## src/rtl/fpu_ctrl_pkg.sv

```systemverilog
package fpu_ctrl_pkg;
  localparam int unsigned WORD_W  = 32;
  localparam int unsigned IDX_W   = 5;
  localparam int unsigned CC_N    = 8;
  localparam int unsigned CC_IDX_W = $clog2(CC_N);
  localparam int unsigned EV_W    = 6;

  localparam logic [IDX_W-1:0] RN_IMPL = 5'd0;
  localparam logic [IDX_W-1:0] RN_CC   = 5'd25;
  localparam logic [IDX_W-1:0] RN_EXC  = 5'd26;
  localparam logic [IDX_W-1:0] RN_ENA  = 5'd28;
  localparam logic [IDX_W-1:0] RN_FULL = 5'd31;

  localparam logic [WORD_W-1:0] M_CC    = 32'hFE80_0000;
  localparam logic [WORD_W-1:0] M_FTZ   = 32'h0100_0000;
  localparam logic [WORD_W-1:0] M_RSVD  = 32'h007C_0000;
  localparam logic [WORD_W-1:0] M_CAUSE = 32'h0003_F000;
  localparam logic [WORD_W-1:0] M_ENA   = 32'h0000_0F80;
  localparam logic [WORD_W-1:0] M_FLAG  = 32'h0000_007C;
  localparam logic [WORD_W-1:0] M_RM    = 32'h0000_0003;

  localparam int unsigned CAUSE_LSB = 12;
  localparam int unsigned ENA_LSB   = 7;
  localparam int unsigned FLAG_LSB  = 2;
  localparam int unsigned UNIMP_POS = CAUSE_LSB + 5;

  typedef logic [WORD_W-1:0] sword_t;

  function automatic logic [4:0] cc_pos(input logic [CC_IDX_W-1:0] n);
    return (n == '0) ? 5'd23 : (5'd24 + {2'b00, n});
  endfunction

  function automatic logic trap_due(input sword_t w);
    return ((w[CAUSE_LSB +: 5] & w[ENA_LSB +: 5]) != 5'd0) || w[UNIMP_POS];
  endfunction
endpackage

```

## src/rtl/fcr_event_merge.sv

```systemverilog
module fcr_event_merge
  import fpu_ctrl_pkg::*;
(
  input  sword_t                cur_sw,
  input  logic                  fire,
  input  logic [EV_W-1:0]       events,
  output sword_t                nxt_sw
);
  sword_t cause_bits;
  sword_t flag_bits;

  always_comb begin
    cause_bits = sword_t'(events) << CAUSE_LSB;
    flag_bits  = sword_t'(events[4:0]) << FLAG_LSB;
    if (fire) nxt_sw = (cur_sw & ~M_CAUSE) | cause_bits | flag_bits;
    else      nxt_sw = cur_sw;
  end
endmodule

```

## src/rtl/fcr_write_merge.sv

```systemverilog
module fcr_write_merge
  import fpu_ctrl_pkg::*;
(
  input  sword_t                cur_sw,
  input  logic                  wr_en,
  input  logic [IDX_W-1:0]      wr_idx,
  input  sword_t                wr_data,
  output sword_t                nxt_sw,
  output logic                  trap_check,
  output logic                  cc_owned
);
  sword_t spread;
  sword_t ena_part;

  always_comb begin
    spread   = {wr_data[7:1], 1'b0, wr_data[0], 23'd0};
    ena_part = (wr_data & (M_ENA | M_RM)) | (wr_data[2] ? M_FTZ : '0);
    nxt_sw     = cur_sw;
    trap_check = 1'b0;
    cc_owned   = 1'b0;
    if (wr_en) begin
      unique case (wr_idx)
        RN_CC: begin
          nxt_sw   = (cur_sw & ~M_CC) | spread;
          cc_owned = 1'b1;
        end
        RN_EXC: begin
          nxt_sw     = (cur_sw & ~(M_CAUSE | M_FLAG)) | (wr_data & (M_CAUSE | M_FLAG));
          trap_check = 1'b1;
        end
        RN_ENA: begin
          nxt_sw     = (cur_sw & (M_CC | M_CAUSE | M_FLAG)) | ena_part;
          trap_check = 1'b1;
        end
        RN_FULL: begin
          nxt_sw     = wr_data & ~M_RSVD;
          trap_check = 1'b1;
          cc_owned   = 1'b1;
        end
        default: nxt_sw = cur_sw;
      endcase
    end
  end
endmodule

```

## src/rtl/fcr_read_view.sv

```systemverilog
module fcr_read_view
  import fpu_ctrl_pkg::*;
#(
  parameter logic [WORD_W-1:0] IMPL_REV = 32'h0000_0A31,
  parameter int unsigned       OUT_W    = 64
) (
  input  sword_t                sw,
  input  logic [IDX_W-1:0]      idx,
  output logic [OUT_W-1:0]      data
);
  localparam int unsigned EXT_W = OUT_W - WORD_W;
  sword_t view;

  always_comb begin
    unique case (idx)
      RN_IMPL: view = IMPL_REV;
      RN_CC:   view = {24'd0, sw[31:25], sw[23]};
      RN_EXC:  view = sw & (M_CAUSE | M_FLAG);
      RN_ENA:  view = (sw & (M_ENA | M_RM)) | {29'd0, sw[24], 2'b00};
      RN_FULL: view = sw & ~M_RSVD;
      default: view = '0;
    endcase
    data = {{EXT_W{view[WORD_W-1]}}, view};
  end
endmodule

```

## src/rtl/fpu_ctrl_regs.sv

```systemverilog
module fpu_ctrl_regs
  import fpu_ctrl_pkg::*;
#(
  parameter logic [31:0] IMPL_REV = 32'h0000_0A31,
  parameter int unsigned OUT_W    = 64
) (
  input  logic              clk,
  input  logic              rst,
  input  logic [4:0]        rd_idx,
  output logic [OUT_W-1:0]  rd_data,
  input  logic              wr_en,
  input  logic [4:0]        wr_idx,
  input  logic [31:0]       wr_data,
  input  logic              cc_wr_en,
  input  logic [2:0]        cc_wr_idx,
  input  logic              cc_wr_val,
  input  logic              upd_valid,
  output logic              upd_ready,
  input  logic [5:0]        upd_events,
  output logic              exc_req
);
  sword_t sw_q, sw_ev, sw_wr, sw_d;
  logic   wr_trap, wr_cc_owned, upd_fire, trig;

  assign upd_ready = 1'b1;
  assign upd_fire  = upd_valid & upd_ready;

  fcr_event_merge u_ev (
    .cur_sw(sw_q), .fire(upd_fire), .events(upd_events), .nxt_sw(sw_ev)
  );

  fcr_write_merge u_wr (
    .cur_sw(sw_ev), .wr_en(wr_en), .wr_idx(wr_idx), .wr_data(wr_data),
    .nxt_sw(sw_wr), .trap_check(wr_trap), .cc_owned(wr_cc_owned)
  );

  always_comb begin
    sw_d = sw_wr;
    if (cc_wr_en && !wr_cc_owned) sw_d[cc_pos(cc_wr_idx)] = cc_wr_val;
  end

  assign trig = wr_trap | upd_fire;

  always_ff @(posedge clk) begin
    if (rst) begin
      sw_q    <= '0;
      exc_req <= 1'b0;
    end else begin
      sw_q    <= sw_d;
      exc_req <= trig && trap_due(sw_d);
    end
  end

  fcr_read_view #(.IMPL_REV(IMPL_REV), .OUT_W(OUT_W)) u_rd (
    .sw(sw_q), .idx(rd_idx), .data(rd_data)
  );


  rsvd_zero_chk: assert property (@(posedge clk) disable iff (rst)
    sw_q[22:18] == 5'd0);


  exc_cause_chk: assert property (@(posedge clk) disable iff (rst)
    exc_req |-> $past(wr_en || upd_valid));


  sticky_keep_chk: assert property (@(posedge clk) disable iff (rst)
    (upd_valid && !wr_en) |=> ((sw_q[6:2] & $past(sw_q[6:2])) == $past(sw_q[6:2])));


  cc_port_chk: assert property (@(posedge clk) disable iff (rst)
    (cc_wr_en && !wr_en) |=> (sw_q[cc_pos($past(cc_wr_idx))] == $past(cc_wr_val)));


  exc_view_keep_chk: assert property (@(posedge clk) disable iff (rst)
    (wr_en && wr_idx == 5'd26 && !upd_valid && !cc_wr_en) |=> $stable(sw_q[11:7]) && $stable(sw_q[1:0]));
endmodule

```

## config.mk

```make
export PLATFORM = sky130hd
export DESIGN_NAME = fpu_ctrl_regs
export DESIGN_NICKNAME = d
export VERILOG_FILES = /design/src/rtl/fpu_ctrl_pkg.sv /design/src/rtl/fcr_event_merge.sv /design/src/rtl/fcr_write_merge.sv /design/src/rtl/fcr_read_view.sv /design/src/rtl/fpu_ctrl_regs.sv
export SDC_FILE = /design/constraint.sdc
export NUM_CORES = 1
export LEC_CHECK = 0
export ABC_AREA = 1
export BUFFER_PORTS_ARGS = -buffer_cell sky130_fd_sc_hd__buf_4
export CAP_MARGIN = 20
export CELL_PAD_IN_SITES_DETAIL_PLACEMENT = 1
export CELL_PAD_IN_SITES_GLOBAL_PLACEMENT = 1
export CORE_ASPECT_RATIO = 0.8
export CORE_MARGIN = 1
export CORE_UTILIZATION = 33
export CTS_BUF_LIST = sky130_fd_sc_hd__clkbuf_4 sky130_fd_sc_hd__clkbuf_8 sky130_fd_sc_hd__clkbuf_16
export DETAILED_ROUTE_END_ITERATION = 6
export HOLD_SLACK_MARGIN = 0.15
export PLACE_DENSITY = 0.91
export SYNTH_ARGS = -nofsm -noshare
export SYNTH_HDL_FRONTEND = slang
export SYNTH_HIERARCHICAL = 1
export SYNTH_SLANG_ARGS = --single-unit
export TNS_END_PERCENT = 50
```

## constraint.sdc

```tcl
create_clock -name clk -period 2.91 [get_ports clk]
set_input_delay 0.1455 -clock clk [delete_from_list [all_inputs] [get_ports clk]]
set_output_delay 0.1455 -clock clk [all_outputs]
set_load 0.05 [all_outputs]
```

== Yosys cells after proc, flatten, opt, wreduce, memory -nomap -nowiden ==
Index checks and enable logic that the tools add are counted.
Widths: inputs -> output; s select.
Word-level totals
  register bits after elaboration: 33
  input port bits: 57
  logic and storage cells: 46
Cells by class
  add/subtract/negate cells: 1
  $lt $le $gt $ge: 2
  equality and inequality tests: 8
  mux-type cells: 14
  bitwise gates (word level): 9
  reduce and logical (&&, ||, !) cells: 10
Operator list (number)
  $pmux 32 s5: 1
  $pmux 32 s4: 1
  $mux 32: 3
  $or 32x18->32: 2
  $eq 5x5->1 const B: 8
  $bwmux 32: 1
  $or 12x32->32: 1
  $or 25x32->32: 1
  $or 32x32->32: 1
  $or 32x7->32: 1
  $mux 25: 1
  $or 12x3->12: 1
  $lt 5x6->1 const B: 1
  $add 4x4->5 const A: 1
  $and 5x5->5: 1
  $demux 1 s5: 1
  $ge 5x1->1 const B: 1
  $logic_not 5->1: 1
  $mux 1: 5
  $mux 5: 1
  $reduce_bool 5->1: 1
  $logic_and 1x1->1: 3
  $logic_not 3->1: 1
  $reduce_or 3->1: 1
  4 further kinds: 4

== Depth between registers and ports, before layout ==
Gate-level depths: netlist of the first run.
  depth in word-level cells: 12
  mapped depth: 12
  mapped depth without buffers: 12

== Modules after synthesis ==
The synthesis of the first run kept the hierarchy.
By module, submodules not included
  fpu_ctrl_regs: instances 1, cells each 153, area an instance 1159.9 um^2, seq. area each 660.6 um^2
  fcr_read_view: instances 1, cells each 128, area an instance 644.4 um^2, seq. area each 0.0 um^2
  fcr_write_merge: instances 1, cells each 134, area an instance 600.6 um^2, seq. area each 0.0 um^2
  fcr_event_merge: instances 1, cells each 50, area an instance 266.5 um^2, seq. area each 0.0 um^2

== Worst setup path after synthesis of the first run ==
No wires, ideal clock.
  path kind: input to output
  from: in rd_idx[3]
  to: out rd_data[32]
  arrival time: 2.614 ns
  required time: 2.765 ns
  setup slack: 0.150 ns
  cell stages on the path: 6
  path buffers: 2
  cell sequence: nand2_1 nor2_1 nand2_1 buf_2 nor2_1 buf_4
Between the ends
  longest elaborated chain between the ends: 2
  elaborated cells between the ends (all ways): 6
Ends and longest elaborated chain
  start, declared: line fpu_ctrl_regs.sv:9  | input logic [4:0] rd_idx,
  $eq 5x5->1 or $logic_not 5->1 (tied branches): line fcr_read_view.sv:15  | unique case (idx)
  $pmux 32 s5 *: line fcr_read_view.sv:15
  end, declared: line fpu_ctrl_regs.sv:10  | output logic [OUT_W-1:0] rd_data,
Every way passes the cells marked *; elsewhere a longest branch is shown, timed or not.

== Worst setup path in the final report of the first run ==
  from: in rd_idx[2]
  to: out rd_data[38]
Same word-level chain as after synthesis.

==> flow_metrics.py, run 1 <==
metrics = {
    "sta": {
        "slew-limit-headroom": 0.574,
        "finalSetupViolCount": 0,
        "finalSetupTns_ns": 0,
        "fmax_mhz": 602,
        "min_period_ns": 1.66,
        "whs_ns": 0.190,
        "fin_skew_ns": 0.0113,
        "finalCritPeriodShare": 0.570,
        "max_slew.worst_pin.slew_ns": 0.636,
        "hold_violations": 0,
        "rsz0062_at_grt": "no",
        "report.final.slew_viol_count": 0,
    },
    "status": {
        "status": "finished with violations",
        "violations": "DRC",
    },
    "cells_and_area": {
        "syn2layout_area_growth_pct": 23.6,
        "final_layout_size_suffix_gt1_frac": 0.271,
        "final_cells": 586,
        "final_nets": 557,
        "fillers": 1002,
        "finish.utilization": 0.432,
        "antenna_cells": 0,
    },
    "min_path": {
        "hold_end": "sw_q[6]$_SDFF_PP0_",
        "holdCritStartpoint": "rst",
        "hp-class": "in -> reg",
        "hold_depth": 2,
    },
    "clocking": {
        "cts_tree": "done",
        "htree_num_levels": 1,
        "cts.repair.resized": 0,
        "cts_root_buf": "clkbuf_8",
        "insertion_delay_ns": 0.29,
        "clock_sinks": 28,
        "cts_buffer_depth": 2,
        "clkTransAtPathRegs_ns": 0.11,
        "cts_made_buffers": 3,
        "post_cts_buffers": 0,
        "postCtsHoldBufs": 1,
    },
    "power": {
        "p_sw_frac": 0.320,
        "switchingPower_mw": 0.286,
        "leakage_nw": 1.73,
        "ir_drop_mv": 0.140,
        "power-per-cell-area_nw_per_um2": 294,
        "power_frac_comb": 0.259,
        "p_int_mw": 0.608,
        "clockPowerShare": 0.283,
        "seqPwrFrac": 0.458,
    },
    "synth": {
        "syn_inst": 440,
        "synth_area_per_cell_um2": 5.59,
        "syn_area_um2": 2460,
        "ys.warnings.count": 6,
    },
    "grt": {
        "grt_overflow": 0,
        "grt_pass1_vias": 2602,
        "grt_pass1_wl_mm": 12.4,
        "grt_max_degree": 34,
        "gr-usage-all-layers": 0.198,
        "antenna_found_initial": 0,
    },
    "setup_path": {
        "worstPathMaxFanout": 33,
        "timing.critical_path.to_type": "primary output",
        "cp-start-kind": "input port",
        "r2r_slack_ns": 1.85,
        "critPathRequiredTime_ns": 2.76,
        "reg2regPathDepth": 8,
        "r2r-end": "exc_req$_SDFF_PP0_",
        "critPathKind": "in -> out",
        "r2r_start": "sw_q[16]$_SDFF_PP0_",
        "arrival_ns": 1.51,
    },
    "die": {
        "core_area_um2": 7030,
        "die_w_um": 98.5,
        "num_rows": 27,
        "die_h_um": 79.2,
        "io-pin-count": 123,
        "start_util": 0.350,
        "dieArea_um2": 7800,
    },
    "drt": {
        "drt-total-wl_mm": 7.82,
        "via_per_inst": 4.58,
        "drt_iter0_markers": 142,
        "drcViolationCount": 6,
        "wl_per_cell_um": 13.3,
        "num_vias": 2683,
        "ant_nets": 0,
        "firstDrtPassIters": 7,
    },
    "placed_design": {
        "hpwlAfterDp_mm": 6.33,
        "dp_cells": 581,
        "io_buffers": 111,
        "gp_congestion": 0.851,
    },
    "job": {
        "max_cap_violations": 0,
    },
}
-- worst max-delay path by stage --
stage,end,depth (start not counted),from
after floorplan,rd_data[32],6,rd_idx[3]
after global placement,sw_q[29]$_SDFF_PP0_,13,wr_idx[0]
after detailed placement,sw_q[28]$_SDFF_PP0_,13,wr_idx[0]
after CTS,rd_data[38],7,rd_idx[2]
after global routing,sw_q[28]$_SDFF_PP0_,13,wr_idx[0]
final,rd_data[38],7,rd_idx[2]
-- area by class of cell --
cell class	count	area (um2)	area share
clock buffers	4	55.1	0.0181
inverters	74	278	0.0914
multi-input cells	280	1180	0.390
flip-flops and latches	28	561	0.185
well taps	87	109	0.0358
repair buffers	113	851	0.280
-- state kept, by name (all words and copies together) (netlist names) --
| register | flops |
|---|---|
| exc_req | 1 |
| sw_q | 27 |
-- power groups by stage --
stage | clock network (mW) | registers (mW) | logic, mW
CTS | 0.262 | 0.409 | 0.232
detailed placement | 0 | 0.418 | 0.229
global placement | 0 | 0.417 | 0.220
global route | 0.273 | 0.411 | 0.256
finish | 0.253 | 0.409 | 0.232
floorplan | 0 | 0.417 | 0.144
-- critical path, cell delays in order --
cell,delay (ns)
buf_4,0.10
nand2_1,0.06
nor2_1,0.11
nand2_1,0.33
nor2_2,0.19
buf_4,0.31
buf_4,0.26
-- per-layer routing --
metal	GRT usage	up-vias	wire, um
li1	-	1356	-
met1	0.257	1232	3660
met2	0.357	90	3690
met3	0.0255	5	431
met4	0.0343	0	34
met5	0	-	0
-- through the flow --
| stage | worst slack [ns] | instance area (um2) | total power [mW] |
|---|---|---|---|
| 4_1_cts | 1.26 | 3040 | 0.903 |
| 5_1_grt | 1.09 | 3040 | 0.940 |
| 2_1_floorplan | 0.150 | 2470 | 0.561 |
| 3_5_place_dp | 0.982 | 2970 | 0.647 |
| 6_report | 1.25 | 3040 | 0.894 |
| 3_3_place_gp | 1.06 | 2970 | 0.638 |
-- layout by cell type (no fill, tap or decap), types with 2 or more instances in the layout --
master,n
o21ai_1,2
inv_2,4
clkbuf_8,4
conb_1,6
nor2_1,60
nand4_1,6
nand2_1,147
inv_1,69
nand2_2,5
buf_4,112
nand3_1,22
o21ai_0,18
nor2_2,6
dfxtp_1,28
No activity file was read; power rests on OpenSTA's default activity.
==> run 2: changes to the inputs <==
Settings changed: CORE_UTILIZATION 33 to 31, PLACE_DENSITY 0.91 to 0.87.
Clock period 2.91 ns to 1.6 ns, I/O delays scaled along.
==> run 2 against run 1 <==
Net effect: the run now ends clean; cell area grew 4.0%; via count grew 3.1%; global-route usage shrank 0.12 points; sequential power grew 82%; die area grew 6.3%; sequential share of layout area shrank 0.71 points; core utilization shrank 1.3 points; clock-buffer cell count shrank 1; non-clock buffer count grew 8; critical path depth shrank 3; sequential cell count is the same; critical endpoint is now rd_data[43]; largest cell class unchanged.
==> flow_metrics.py, run 2 (synthesis results as in run 1) <==
metrics = {
    "sta": {
        "layout_setup_ws_ns": 0.209,
        "finalSetupViolCount": 0,
        "hold_violations": 0,
        "whs_ns": 0.148,
        "fin_skew_ns": 0.000412,
        "finalSetupTns_ns": 0,
        "fmax_mhz": 719,
        "min_period_ns": 1.39,
        "rsz0062_at_grt": "no",
        "report.final.slew_viol_count": 0,
        "finalCritPeriodShare": 0.870,
    },
    "grt": {
        "grt_pass1_wl_mm": 12.7,
        "gr-usage-all-layers": 0.197,
        "grt_pass1_vias": 2779,
        "antenna_found_initial": 0,
        "grt_overflow": 0,
        "grt_max_degree": 34,
    },
    "cells_and_area": {
        "antenna_cells": 0,
        "final_layout_size_suffix_gt1_frac": 0.278,
        "reg_top3": "sw_q x27, exc_req x1",
        "finish.utilization": 0.419,
        "syn2layout_area_growth_pct": 28.5,
        "final_common_cell": "nand2_1",
        "most-common-layout-cells": "147 x nand2_1, 117 x buf_4, 69 x inv_1",
        "final_nets": 565,
        "fillers": 1067,
        "regMostFlops": "sw_q",
        "final_cells": 612,
        "largest_reg_flops": 27,
        "multi_input_area_um2": 1190,
        "register_area_um2": 561,
        "final_area_um2": 3160,
    },
    "clocking": {
        "cts_root_buf": "clkbuf_8",
        "cts_made_buffers": 3,
        "clock_sinks": 28,
        "htree_num_levels": 1,
        "clkTransAtPathRegs_ns": 0.10,
        "cts_buffer_depth": 2,
        "insertion_delay_ns": 0.28,
        "cts_tree": "done",
    },
    "setup_path": {
        "arrival_ns": 1.31,
        "critical_path.startpoint": "sw_q[31]$_SDFF_PP0_",
        "r2r_start": "sw_q[12]$_SDFF_PP0_",
        "path_cells": "inv_1 > nor2_4 > buf_12 > buf_4",
        "crit_cells": 4,
        "reg2regPathDepth": 8,
        "cp_top_family": "buffers and inverters",
        "cp-start-kind": "flop",
        "timing.critical_path.to_type": "primary output",
        "worstPathMaxFanout": 33,
        "cp.buffers_inverters": 3,
        "critPathKind": "reg -> out",
        "critPathRequiredTime_ns": 1.52,
        "slowest_delay_ns": 0.41,
        "critical-path-slowest-cell": "dfxtp_1",
    },
    "drt": {
        "drt-total-wl_mm": 8.05,
        "firstDrtPassIters": 4,
        "wl_per_cell_um": 13.2,
        "drt_iter0_markers": 91,
        "via_per_inst": 4.52,
        "ant_nets": 0,
        "drcViolationCount": 0,
        "num_vias": 2766,
    },
    "power": {
        "total_power_mw": 1.76,
        "leakage_nw": 1.78,
        "ir_drop_mv": 0.309,
        "power-per-cell-area_nw_per_um2": 556,
    },
    "die": {
        "die_w_um": 102,
        "die_h_um": 81.7,
        "num_rows": 28,
        "dieArea_um2": 8290,
        "start_util": 0.326,
        "core_area_um2": 7530,
        "io-pin-count": 123,
    },
    "placed_design": {
        "dpl_cell_area_um2": 3060,
        "preCtsSetupSlack_ns": 0.0482,
        "gp_congestion": 0.827,
        "io_buffers": 111,
        "hpwlAfterDp_mm": 6.54,
        "dp_cells": 605,
    },
    "min_path": {
        "hold_depth": 5,
        "hp-class": "in -> reg",
        "holdCritStartpoint": "wr_data[16]",
    },
    "status": {
        "status": "finished clean",
    },
    "job": {
        "max_cap_violations": 0,
    },
}
run 2: cell count changes in the layout (fill, tap and decap cells not counted), sizes merged:
cell	previous run	this run
buf	112	118
dlygate4sd3	1	3
bufinv	0	1
clkbuf	4	3
run 2: path summary, 6_finish.rpt:
path / endpoint / slack [ns]
hold / removal: sw_q[16]$_SDFF_PP0_ / 0.15
hold reg to reg: sw_q[0]$_SDFF_PP0_ / 0.56
setup reg to reg: exc_req$_SDFF_PP0_ / 0.50
setup / recovery: rd_data[43] / 0.21
run 2: tightest hold or removal path, stage by stage:
cell,delay (ns)
buf_4,0.08
nand3_1,0.06
nand2_1,0.06
inv_1,0.05
nor2_1,0.07
run 2: area by class of cell:
class	count	share of cell area
Multi-Input combinational cell	280	0.377
Clock buffer	3	0.0131
Tap cell	105	0.0416
Timing Repair Buffer	121	0.294
Clock inverter	1	0.00950
Inverter	74	0.0879
Sequential cell	28	0.177
run 2: per-layer routing:
layer / up-vias / GRT usage / wire (um)
met5: - / 0 / 0
met4: 0 / 0.0667 / 130
met3: 12 / 0.0196 / 477
met2: 102 / 0.356 / 3790
met1: 1281 / 0.246 / 3650
li1: 1371 / - / -
run 2: power breakdown:
part	leakage, nW	internal, mW	switching (mW)
clock network	0.0357	0.336	0.244
registers	0.229	0.727	0.0187
logic	1.51	0.164	0.268
total	1.78	1.23	0.531
run 2: repair_timing:
item	4_1_cts	5_1_grt
buffers inserted	0	0
endpoints found under the hold margin	23	0
resized for setup	0	0
hold buffers	3	0
==> run 3: changes to the inputs <==
Settings changed: ABC_AREA 1 to 0, CORE_UTILIZATION 31 to 34, PLACE_DENSITY 0.87 to 0.85.
==> run 3 against run 2 <==
Net effect: combinational power grew 11%; sequential cell count stayed put; synthesized cell count fell by 43%; power is 5.0% lower; die area shrank 9.9%; routed wire length decreased by 10%; setup slack worse by 0.14 ns; register-to-register slack worse by 0.43 ns; global-route usage shrank 0.99 points; clock power fell by 23%; cell count shrank 32%; critical path type is now reg -> reg; critical endpoint is now exc_req$_SDFF_PP0_; largest cell class unchanged.
==> flow_metrics.py, run 3 <==
metrics = {
    "status": {
        "status": "finished clean",
    },
    "cells_and_area": {
        "syn2layout_area_growth_pct": 29.9,
        "final_layout_size_suffix_gt1_frac": 0.571,
        "fillers": 817,
        "antenna_cells": 0,
        "final_nets": 387,
        "final_common_cell": "buf_4",
        "final_area_um2": 3150,
        "regMostFlops": "sw_q",
        "most-common-layout-cells": "130 x buf_4, 28 x dfxtp_1, 23 x mux2_4",
        "reg_top3": "sw_q x27, exc_req x1",
        "largest_reg_flops": 27,
    },
    "placed_design": {
        "hpwlAfterDp_mm": 5.76,
        "dpl_cell_area_um2": 3040,
        "io_buffers": 111,
        "gp_congestion": 0.809,
    },
    "setup_path": {
        "timing.critical_path.to_type": "flop",
        "critPathRequiredTime_ns": 1.76,
        "cp-start-kind": "flop",
        "arrival_ns": 1.69,
        "worstPathMaxFanout": 2,
        "critPathKind": "reg -> reg",
    },
    "sta": {
        "finalCritPeriodShare": 0.955,
        "rsz0062_at_grt": "no",
        "report.final.slew_viol_count": 0,
        "fin_skew_ns": 0.00255,
        "finalSetupTns_ns": 0,
        "hold_violations": 0,
        "min_period_ns": 1.53,
        "finalSetupViolCount": 0,
        "fmax_mhz": 655,
    },
    "grt": {
        "grt_max_degree": 34,
        "gr-usage-all-layers": 0.187,
        "grt_pass1_vias": 2065,
        "grt_overflow": 0,
        "grt_pass1_wl_mm": 10.6,
        "antenna_found_initial": 0,
    },
    "die": {
        "io-pin-count": 123,
        "die_h_um": 77.5,
        "num_rows": 27,
        "die_w_um": 96.4,
        "core_area_um2": 6890,
        "start_util": 0.352,
        "dieArea_um2": 7470,
    },
    "clocking": {
        "clock_sinks": 28,
        "cts_buffer_depth": 2,
        "insertion_delay_ns": 0.27,
        "cts_tree": "done",
        "clkTransAtPathRegs_ns": 0.10,
        "htree_num_levels": 1,
        "cts_root_buf": "clkbuf_8",
        "post_cts_buffers": 0,
        "cts_made_buffers": 3,
    },
    "drt": {
        "drt-total-wl_mm": 7.23,
        "drcViolationCount": 0,
        "wl_per_cell_um": 17.4,
        "num_vias": 2038,
        "ant_nets": 0,
        "drt_iter0_markers": 56,
        "firstDrtPassIters": 4,
        "via_per_inst": 4.90,
    },
    "synth": {
        "synth_area_per_cell_um2": 9.66,
        "ys.warnings.count": 6,
        "syn_area_um2": 2420,
        "syn_inst": 251,
    },
    "min_path": {
        "hp-class": "in -> reg",
    },
    "power": {
        "leakage_nw": 1.62,
        "power-per-cell-area_nw_per_um2": 530,
        "ir_drop_mv": 0.328,
    },
    "job": {
        "max_cap_violations": 0,
    },
}
## run 3: worst paths after layout
| check | startpoint | endpoint | slack (ns) | depth (start not counted) |
|---|---|---|---|---|
| setup / recovery | sw_q[14]$_SDFF_PP0_ | exc_req$_SDFF_PP0_ | 0.07 | 5 |
| hold / removal | wr_data[4] | sw_q[4]$_SDFF_PP0_ | 0.16 | 3 |
| setup reg to reg | sw_q[14]$_SDFF_PP0_ | exc_req$_SDFF_PP0_ | 0.07 | 5 |
| hold reg to reg | sw_q[0]$_SDFF_PP0_ | sw_q[0]$_SDFF_PP0_ | 0.60 | 2 |
## run 3: per-stage QoR
step	hold slack, ns	util	worst slack, ns	total power, mW	instances
finish	0.156	0.457	0.0727	1.67	416
global route	0.158	0.457	0.0415	1.74	416
CTS	0.152	0.456	0.0157	1.69	416
detailed placement	0.429	0.441	-0.119	1.23	408
global placement	0.418	0.441	-0.0450	1.21	408
floorplan	0.261	-	0.0550	1.05	255
## run 3: cell type report
class                      instances  area [um2]  share of cell area
tap                               87         109              0.0346
clock buffer                       4        55.1              0.0175
sequential                        28         561               0.178
multi-input combinational        161        1400               0.445
inverter                           2        7.51             0.00238
timing repair buffer             134        1020               0.323
## run 3: worst max-delay path, stage by stage (launching register included)
cell	delay, ns
dfxtp_1	0.32
mux2_4	0.26
mux2_4	0.28
a22o_1	0.26
a221oi_2	0.18
a211oi_1	0.11
## run 3: routing by layer
layer,part of all wire,track usage,up-vias
met2,0.47,0.312,91
li1,-,-,961
met1,0.45,0.249,976
met5,0,0,-
met4,0.013,0.0441,0
met3,0.074,0.0333,10
## run 3: power breakdown
group          leakage [nW]  internal (mW)  total, mW  switching [mW]
Sequential            0.229          0.726      0.745          0.0186
Clock                0.0288          0.221      0.445           0.225
Combinational          1.36          0.252      0.480           0.228
Total                  1.62           1.20       1.67           0.471
## run 3: timing repair
item | 4_1_cts | 5_1_grt
endpoints found under the hold margin | 6 | 0
hold buffers | 4 | 0
pin swaps | 0 | 0
endpoints found under the setup margin | 1 | 34
gates resized for setup | 1 | 2
